[config.mk]
export PLATFORM = sky130hd
export DESIGN_NAME = byte_fifo_csr
export DESIGN_NICKNAME = d
export VERILOG_FILES = /design/src/rtl/byte_fifo_pkg.sv /design/src/rtl/byte_fifo_store.sv /design/src/rtl/byte_fifo_regs.sv /design/src/rtl/byte_fifo_csr.sv
export SDC_FILE = /design/constraint.sdc
export NUM_CORES = 1
export LEC_CHECK = 0
export ABC_AREA = 0
export BUFFER_PORTS_ARGS = -buffer_cell sky130_fd_sc_hd__buf_2
export CORE_MARGIN = 4
export CORE_UTILIZATION = 54
export DETAILED_ROUTE_END_ITERATION = 12
export GPL_ROUTABILITY_DRIVEN = 0
export PLACE_DENSITY = 0.7
export SYNTH_ARGS = -nofsm -noshare
export SYNTH_HDL_FRONTEND = slang
export SYNTH_SLANG_ARGS = --single-unit
[constraint.sdc]
create_clock -name clk -period 5.9 [get_ports clk]
set_input_delay 1.18 -clock clk [delete_from_list [all_inputs] [get_ports clk]]
set_output_delay 1.18 -clock clk [all_outputs]
set_load 0.01 [all_outputs]
[src/rtl/byte_fifo_pkg.sv]
package byte_fifo_pkg;

    localparam int BUS_W   = 32;
    localparam int BYTE_W  = 8;
    localparam int FIELD_W = 6;

    // bit positions of the control/status word that software decodes
    localparam int POS_UDF   = 16;
    localparam int POS_OVF   = 15;
    localparam int POS_EMPTY = 14;
    localparam int POS_FULL  = 13;
    localparam int POS_FLUSH = 12;
    localparam int POS_THR   = 6;

    typedef enum logic {
        ADDR_CSR  = 1'b0,
        ADDR_DATA = 1'b1
    } port_addr_e;

    typedef struct packed {
        logic               udf;
        logic               ovf;
        logic               empty;
        logic               full;
        logic               flush_rd;
        logic [FIELD_W-1:0] thr;
        logic [FIELD_W-1:0] lvl;
    } csr_view_t;

    localparam int VIEW_W = $bits(csr_view_t);

    function automatic logic [BUS_W-1:0] pack_csr(input csr_view_t v);
        return {{(BUS_W-VIEW_W){1'b0}}, v};
    endfunction

    function automatic logic [FIELD_W-1:0] field_thr(input logic [BUS_W-1:0] w);
        return w[POS_THR +: FIELD_W];
    endfunction

endpackage

[src/rtl/byte_fifo_store.sv]
module byte_fifo_store
    import byte_fifo_pkg::*;
#(
    parameter int DEPTH = 64,
    localparam int AW   = $clog2(DEPTH),
    localparam int CW   = AW + 1
) (
    input  logic              clk,
    input  logic              rst,
    input  logic              flush_i,
    input  logic              push_i,
    input  logic [BYTE_W-1:0] push_data_i,
    input  logic              pop_i,
    output logic [BYTE_W-1:0] head_o,
    output logic [CW-1:0]     count_o,
    output logic              empty_o,
    output logic              full_o,
    output logic              push_drop_o,
    output logic              pop_miss_o
);

    logic [BYTE_W-1:0] mem [DEPTH];
    logic [AW-1:0]     wr_ptr;
    logic [AW-1:0]     rd_ptr;
    logic [CW-1:0]     cnt;
    logic              do_push;
    logic              do_pop;

    assign empty_o = (cnt == '0);
    assign full_o  = (cnt == CW'(DEPTH));

    assign do_push     = push_i & ~full_o  & ~flush_i;
    assign do_pop      = pop_i  & ~empty_o & ~flush_i;
    assign push_drop_o = push_i &  full_o  & ~flush_i;
    assign pop_miss_o  = pop_i  &  empty_o & ~flush_i;

    always_ff @(posedge clk) begin
        if (do_push) begin
            mem[wr_ptr] <= push_data_i;
        end
    end

    always_ff @(posedge clk) begin
        if (rst || flush_i) begin
            wr_ptr <= '0;
            rd_ptr <= '0;
            cnt    <= '0;
        end else begin
            if (do_push) begin
                wr_ptr <= wr_ptr + AW'(1);
            end
            if (do_pop) begin
                rd_ptr <= rd_ptr + AW'(1);
            end
            case ({do_push, do_pop})
                2'b10:   cnt <= cnt + CW'(1);
                2'b01:   cnt <= cnt - CW'(1);
                default: cnt <= cnt;
            endcase
        end
    end

    assign head_o  = mem[rd_ptr];
    assign count_o = cnt;

endmodule

[src/rtl/byte_fifo_regs.sv]
module byte_fifo_regs
    import byte_fifo_pkg::*;
#(
    parameter int DEPTH = 64,
    localparam int AW   = $clog2(DEPTH),
    localparam int CW   = AW + 1
) (
    input  logic             clk,
    input  logic             rst,
    input  logic             csr_wr_i,
    input  logic [BUS_W-1:0] wdata_i,
    input  logic             push_drop_i,
    input  logic             pop_miss_i,
    input  logic [CW-1:0]    count_i,
    input  logic             empty_i,
    input  logic             full_i,
    output logic             flush_o,
    output logic             ovf_o,
    output logic             udf_o,
    output logic             ae_o,
    output logic [BUS_W-1:0] csr_rdata_o
);

    logic [FIELD_W-1:0] thr_q;
    logic               ovf_q;
    logic               udf_q;
    csr_view_t          view;

    // the flush command lives only for the write cycle, so it clears itself
    assign flush_o = csr_wr_i & wdata_i[POS_FLUSH];

    always_ff @(posedge clk) begin
        if (rst) begin
            thr_q <= '0;
        end else if (csr_wr_i) begin
            thr_q <= field_thr(wdata_i);
        end
    end

    always_ff @(posedge clk) begin
        if (rst || flush_o) begin
            ovf_q <= 1'b0;
            udf_q <= 1'b0;
        end else begin
            if (push_drop_i) begin
                ovf_q <= 1'b1;
            end
            if (pop_miss_i) begin
                udf_q <= 1'b1;
            end
        end
    end

    assign ae_o = (int'(count_i) <= int'(thr_q));

    always_comb begin
        view          = '0;
        view.udf      = udf_q;
        view.ovf      = ovf_q;
        view.empty    = empty_i;
        view.full     = full_i;
        view.flush_rd = 1'b0;
        view.thr      = thr_q;
        view.lvl      = FIELD_W'(count_i[AW-1:0]);
    end

    assign csr_rdata_o = pack_csr(view);
    assign ovf_o       = ovf_q;
    assign udf_o       = udf_q;

endmodule

[src/rtl/byte_fifo_csr.sv]
module byte_fifo_csr
    import byte_fifo_pkg::*;
#(
    parameter int DEPTH = 64,
    parameter bit IS_RX = 1'b0
) (
    input  logic              clk,
    input  logic              rst,
    input  logic              bus_sel,
    input  logic              bus_wr,
    input  logic              bus_addr,
    input  logic [BUS_W-1:0]  bus_wdata,
    output logic [BUS_W-1:0]  bus_rdata,
    input  logic              in_valid,
    input  logic [BYTE_W-1:0] in_data,
    output logic              in_ready,
    output logic              out_valid,
    output logic [BYTE_W-1:0] out_data,
    input  logic              out_ready,
    output logic              almost_empty
);

    localparam int AW = $clog2(DEPTH);
    localparam int CW = AW + 1;

    logic              csr_wr;
    logic              data_wr;
    logic              data_rd;
    logic              flush;
    logic              push;
    logic [BYTE_W-1:0] push_data;
    logic              pop;
    logic [BYTE_W-1:0] head;
    logic [CW-1:0]     count;
    logic              empty;
    logic              full;
    logic              push_drop;
    logic              pop_miss;
    logic              ovf;
    logic              udf;
    logic [BUS_W-1:0]  csr_rdata;
    logic [BUS_W-1:0]  data_rdata;

    assign csr_wr  = bus_sel &  bus_wr & (port_addr_e'(bus_addr) == ADDR_CSR);
    assign data_wr = bus_sel &  bus_wr & (port_addr_e'(bus_addr) == ADDR_DATA);
    assign data_rd = bus_sel & ~bus_wr & (port_addr_e'(bus_addr) == ADDR_DATA);

    always_comb begin
        if (IS_RX) begin
            push       = in_valid;
            push_data  = in_data;
            pop        = data_rd;
            in_ready   = 1'b1;
            out_valid  = 1'b0;
            out_data   = '0;
            data_rdata = empty ? '0 : {{(BUS_W-BYTE_W){1'b0}}, head};
        end else begin
            push       = data_wr;
            push_data  = bus_wdata[BYTE_W-1:0];
            pop        = out_ready;
            in_ready   = 1'b0;
            out_valid  = ~empty;
            out_data   = head;
            data_rdata = '0;
        end
    end

    byte_fifo_store #(.DEPTH(DEPTH)) store_i (
        .clk         (clk),
        .rst         (rst),
        .flush_i     (flush),
        .push_i      (push),
        .push_data_i (push_data),
        .pop_i       (pop),
        .head_o      (head),
        .count_o     (count),
        .empty_o     (empty),
        .full_o      (full),
        .push_drop_o (push_drop),
        .pop_miss_o  (pop_miss)
    );

    byte_fifo_regs #(.DEPTH(DEPTH)) regs_i (
        .clk         (clk),
        .rst         (rst),
        .csr_wr_i    (csr_wr),
        .wdata_i     (bus_wdata),
        .push_drop_i (push_drop),
        .pop_miss_i  (pop_miss),
        .count_i     (count),
        .empty_i     (empty),
        .full_i      (full),
        .flush_o     (flush),
        .ovf_o       (ovf),
        .udf_o       (udf),
        .ae_o        (almost_empty),
        .csr_rdata_o (csr_rdata)
    );

    assign bus_rdata = (port_addr_e'(bus_addr) == ADDR_CSR) ? csr_rdata : data_rdata;

endmodule

# After elaboration in Yosys (flattened, before gate mapping)

Memory sizes are Yosys's and may differ from the RTL's. A register that Yosys moved wholly into a read port is not among the register bits.
Index checks and enable logic that the tools add are counted.

Equality and inequality tests: 3
$lt $le $gt $ge: 1
Bitwise logic cells: 16
$add $sub $neg: 4
Multiplexer cells: 6
Reductions and logical operators: 3

Operators with widths:

| kind                                              | count |
|---|---|
| two-way mux 17 bit                                | 1 |
| one-hot mux 7 bit (2 select lines)                | 1 |
| adder 6 x 1 -> 6 bit (second input constant)      | 2 |
| AND 1 bit                                         | 12 |
| two-way mux 6 bit                                 | 2 |
| adder 7 x 1 -> 7 bit (second input constant)      | 1 |
| == test 7 bit (second input constant)             | 1 |
| less-or-equal comparator 7 x 6 -> 1 bit           | 1 |
| zero test 7 bit                                   | 1 |
| subtractor 7 x 1 -> 7 bit (second input constant) | 1 |
| inverter 1 bit                                    | 4 |
| == test 2 x 1 -> 1 bit (second input constant)    | 1 |
| == test 2 bit (second input constant)             | 1 |
| two-way mux 1 bit                                 | 2 |
| nonzero test 2 bit                                | 1 |
| logical OR 1 bit                                  | 1 |

Memories kept: 1
Memory bits (writable): 512
Register bits after elaboration: 27
Output and inout port bits: 43
Input port bits: 47
Word-level logic and storage cells: 40

Memories:

| name        | depth | width | read ports | clocked after Yosys merged registers in | wr ports | RTL line              | source |
|---|---|---|---|---|---|---|---|
| store_i.mem | 64    | 8     | 1          | 1                                       | 1        | byte_fifo_store.sv:22 | `logic [BYTE_W-1:0] mem [DEPTH];` |

# Longest topological paths before layout

Depth after elaboration: 7
Mapped depth: 14
Mapped depth without buffers: 11

# Cells and area by module

A second synthesis with hierarchy kept.

Cell total of the unflattened synthesis: 1207
Area total of the unflattened synthesis: 22153.7 µm²

By module, submodules not included:

| module          | instances | cells each | sequential area each (µm²) | area each (µm²) |
|---|---|---|---|---|
| byte_fifo_store | 1         | 1095       | 15875.2                    | 21281.7 |
| byte_fifo_regs  | 1         | 72         | 160.2                      | 623.1 |
| byte_fifo_csr   | 1         | 40         | 0.0                        | 249.0 |

# Least setup slack after synthesis

OpenSTA, ideal clock, no wires.

Path kind: input to register
From: in bus_addr
To: reg store_i.cnt[4], in the netlist store_i.count_o[4]
Library setup time: 0.128 ns
Stages: 14
Setup slack: 1.861 ns
Arrival time: 3.912 ns
Buffers on the path: 3
Data required time: 5.772 ns
Cells stage by stage: buf_2 > nand3_1 > a31oi_1 > inv_1 > ha_1 > clkbuf_1 > clkbuf_1 > xor2_1 > ha_1 > a41oi_1 > mux2_2 > a211oi_1 > xor2_1 > nor2_1

Cells in the longest elaborated chain, start to end: 7
Elaborated cells on any way between the ends: 13
Those cells by class: eq/ne (2); mux (1); bitwise (8); reduce/logical (2)

Ends and longest elaborated chain:

| what                                                                     | RTL line                                     | source |
|---|---|---|
| from (decl)                                                              | byte_fifo_csr.sv:11                          | `input logic bus_addr,` |
| inverter 1 bit                                                           | n/a                                          |  |
| AND 1 bit                                                                | byte_fifo_csr.sv:44                          | `assign csr_wr = bus_sel & bus_wr & (port_addr_e'(bus_addr) == ADDR_CSR);` |
| AND 1 bit                                                                | byte_fifo_regs.sv:30                         | `assign flush_o = csr_wr_i & wdata_i[POS_FLUSH];` |
| inverter 1 bit                                                           | byte_fifo_store.sv:32, byte_fifo_store.sv:33 |  |
| AND 1 bit (on tied branches)                                             | byte_fifo_store.sv:33, byte_fifo_store.sv:32 |  |
| == test 2 x 1 -> 1 bit or == test 2 bit (tied branches)                  | byte_fifo_store.sv:55                        | `case ({do_push, do_pop})` |
| one-hot mux 7 bit (2 select lines) or nonzero test 2 bit (tied branches) | n/a                                          |  |
| to (signal assigned)                                                     | byte_fifo_store.sv:56                        | `2'b10: cnt <= cnt + CW'(1);` |
| to (signal assigned)                                                     | byte_fifo_store.sv:57                        | `2'b01: cnt <= cnt - CW'(1);` |
| to (signal assigned)                                                     | byte_fifo_store.sv:58                        | `default: cnt <= cnt;` |
| to (decl)                                                                | byte_fifo_store.sv:25                        | `logic [CW-1:0] cnt;` |

Parallel ways exist; a longest one is shown, timed or not.
A chain may end at the register's enable or synchronous reset.

==> impl_metrics.tcl <==
set metrics [dict create \
    status "completed" \
    ir_drop_mv 0.393 \
    r2r_cells 11 \
    power.density_nw_per_um2 372 \
    ys_ff_latch 545 \
    multi_input_area_sq_um 5380 \
    clock-sinks 545 \
    grt_pass1_wl_um 66600 \
    ant_nets 0 \
    n_fill_cell 2860 \
    finalCritPeriodShare_pct 82.5 \
    clk_latency_ns 0.57 \
    synth_area_sq_um 21800 \
    min_period_ns 4.87 \
    tightest_slew_ns 1.22 \
    core_area_sq_um 39800 \
    power.leakage_nw 7.34 \
    cts_setup_buffers 0 \
    tritoncts "yes" \
    cts_buffers 51 \
    final_max_slew_viol_count 0 \
    htreeDepth 2 \
    start_kind "flop" \
    critPathCaptureType "primary output" \
    overflow 0 \
    yosysWarnings 0 \
    clockRootBuffer "clkbuf_16" \
    hold_viol_final 0 \
    hp-start "regs_i.thr_q[4]$_SDFFE_PP0N_" \
    rrSetupSlack_ns 1.78 \
    min_to "regs_i.thr_q[4]$_SDFFE_PP0N_" \
    grt_use_met1_pct 29.1 \
    use_met2_pct 32.7 \
    drt_iter0_markers 887 \
    wl_per_cell_um 25.3 \
    fin_nets 1223 \
    ys_seq_area_share_pct 73.5 \
    clk_pin_slew_worst_paths_ns 0.06 \
    antenna_found_initial 1 \
    ios 90 \
    max_stage_delay_ns 0.72 \
    row_count 73 \
    r2r-end "store_i.count_o[4]$_SDFFE_PP0P_" \
    dr_total_vias 10455 \
    grt_max_degree 66 \
    r2r_start "store_i.count_o[2]$_SDFFE_PP0P_" \
    worstPathArrival_ns 3.69 \
    register_area_sq_um 16000 \
    layout.cells.most_common_list "512 x edfxtp_1, 148 x mux4_2, 108 x nor2_1" \
    critPathMaxFanout 26 \
    tns_ns 0 \
    whs_path_depth 2 \
    syn_avg_cell_area_sq_um 19.5 \
    io_buffers 44 \
    setup_violations 0 \
    drive_above_1_share_pct 24.0 \
    synth_edf_count 512 \
    grt-busiest-layer "met2" \
    required_ns 4.72 \
    hpwlAfterDp_um 26200 \
    fin_skew_ns 0.00996 \
    cts.path.max_buffers 3 \
    cts_resized 0 \
    fmax_mhz 205 \
    relSlewSlack_pct 18.4 \
    start_util_pct 54.8 \
    worst_path_max_delay_cell "dfxtp_4" \
    rsz0062_at_grt "false" \
    first_global_vias 10657 \
    whs_ns 0.456 \
    use_met3_pct 4.47 \
    fp.dieH_um 209 \
    grt_usage_pct 20.2 \
    die_x_um 209 \
    area_delta_synth_final_pct 10.6 \
    synthFlopType "edfxtp_1" \
    dr.pass1.iters 5 \
    hold_buffers 0 \
    dieArea_sq_um 43700 \
    syn_inst 1119 \
    hp-class "reg -> reg" \
    cp_cell_sequence "buf_4 -> mux4_2 -> nor2b_1 -> a211oi_1 -> o21ai_0 -> o2111ai_1 -> nand2_1 -> buf_2" \
    ys_async_sr_fraction_pct 0 \
    ys_types 53 \
    critPathKind "reg -> out" \
    cap_violations 0 \
    avgViaCountPerCell 6.03 \
    drcViolationCount 0 \
    drt-total-wl_um 43900 \
    final_common_cell "edfxtp_1" \
]
[worst max-delay path, delay by kind of cell, from the launching register on]
| family | cells | cell delay (ns) |
|---|---|---|
| and+or+nand+nor | 2 | 0.30 |
| AOI/OAI and AO/OA | 3 | 0.99 |
| muxes | 1 | 0.53 |
| buffers and inverters | 2 | 0.55 |
| DFF | 1 | 0.72 |
[per-layer routing]
layer  wire length (um)  share of wire [%]
met1              17700                 40
met2              22000                 50
met3               3440                7.8
met4                737                1.7
met5                  0                  0
[power breakdown]
| group | switching (W) | internal [W] |
|---|---|---|
| Sequential | 0.0000977 | 0.00425 |
| Clock | 0.00135 | 0.00179 |
| Combinational | 0.000717 | 0.000753 |
| Total | 0.00217 | 0.00679 |
[how the worst max path moves through the flow]
stage | startpoint | to
floorplan | bus_addr | store_i.count_o[4]$_SDFFE_PP0P_
global placement | bus_addr | store_i.count_o[4]$_SDFFE_PP0P_
detailed placement | bus_addr | store_i.count_o[4]$_SDFFE_PP0P_
CTS | flop | out_data[0]
global route | flop | out_data[2]
finish | flop | out_data[4]
[cell usage after synthesis, types with 3 or more instances]
| master | number | share of area (%) |
|---|---|---|
| edfxtp_1 | 512 | 70 |
| buf_2 | 20 | 0.46 |
| clkbuf_1 | 33 | 0.57 |
| o2111ai_1 | 6 | 0.24 |
| nor3_1 | 4 | 0.092 |
| buf_1 | 9 | 0.15 |
| mux2i_1 | 27 | 1.2 |
| nand2_1 | 38 | 0.65 |
| dfxtp_1 | 33 | 3.0 |
| nor2_1 | 108 | 1.9 |
| a41oi_1 | 3 | 0.12 |
| inv_1 | 11 | 0.19 |
| a22oi_1 | 6 | 0.21 |
| or3_1 | 3 | 0.086 |
| buf_4 | 19 | 0.65 |
| xnor2_1 | 5 | 0.20 |
| a21oi_1 | 18 | 0.41 |
| a211oi_1 | 10 | 0.34 |
| o21ai_0 | 10 | 0.23 |
| nand3b_1 | 5 | 0.17 |
| xor2_1 | 10 | 0.40 |
| ha_1 | 10 | 0.57 |
| mux4_2 | 148 | 15 |
| nor2b_1 | 19 | 0.54 |
| nand3_1 | 16 | 0.37 |
[sequential cells by signal, summed over array words and instances (netlist names), named ones only]
name and flops:
store_i.mem 512, regs_i.ovf_o 1, store_i.wr_ptr 6, store_i.count_o 7, regs_i.thr_q 6, store_i.rd_ptr 6
regs_i.udf_o 1
[kinds of logic after synthesis]
| group | Yosys count | synth area share (%) |
|---|---|---|
| flops | 545 | 73.5 |
| simple gates | 213 | 4.59 |
| mux | 177 | 16.6 |
| buf+inv | 93 | 2.08 |
| compound gates | 65 | 1.98 |
| xor+xnor | 15 | 0.602 |
| fa+ha+maj | 10 | 0.574 |
| other cells | 1 | 0.0172 |
[area by class of cell]
cell class | count | area share, %
inverter | 11 | 0.171
timing repair buffer | 60 | 1.62
clock buffer | 69 | 5.78
clock inverter | 26 | 0.882
antenna | 1 | 0.0104
tap | 525 | 2.72
sequential | 545 | 66.5
multi-input combinational | 497 | 22.3
[through the flow]
step / setup WS, ns / instance area (sq um) / power [W] / cells / util (%)
3_5_place_dp: 1.25 / 22500 / 0.00592 / 1638 / 56.5
3_3_place_gp: 1.36 / 22500 / 0.00590 / 1638 / 56.5
2_1_floorplan: 1.86 / 21900 / 0.00550 / 1135 / -
5_1_grt: 0.813 / 24100 / 0.00932 / 1733 / 60.6
4_1_cts: 1.02 / 24100 / 0.00903 / 1733 / 60.6
6_report: 1.03 / 24100 / 0.00896 / 1734 / 60.6
No activity file was read; power rests on OpenSTA's default activity.
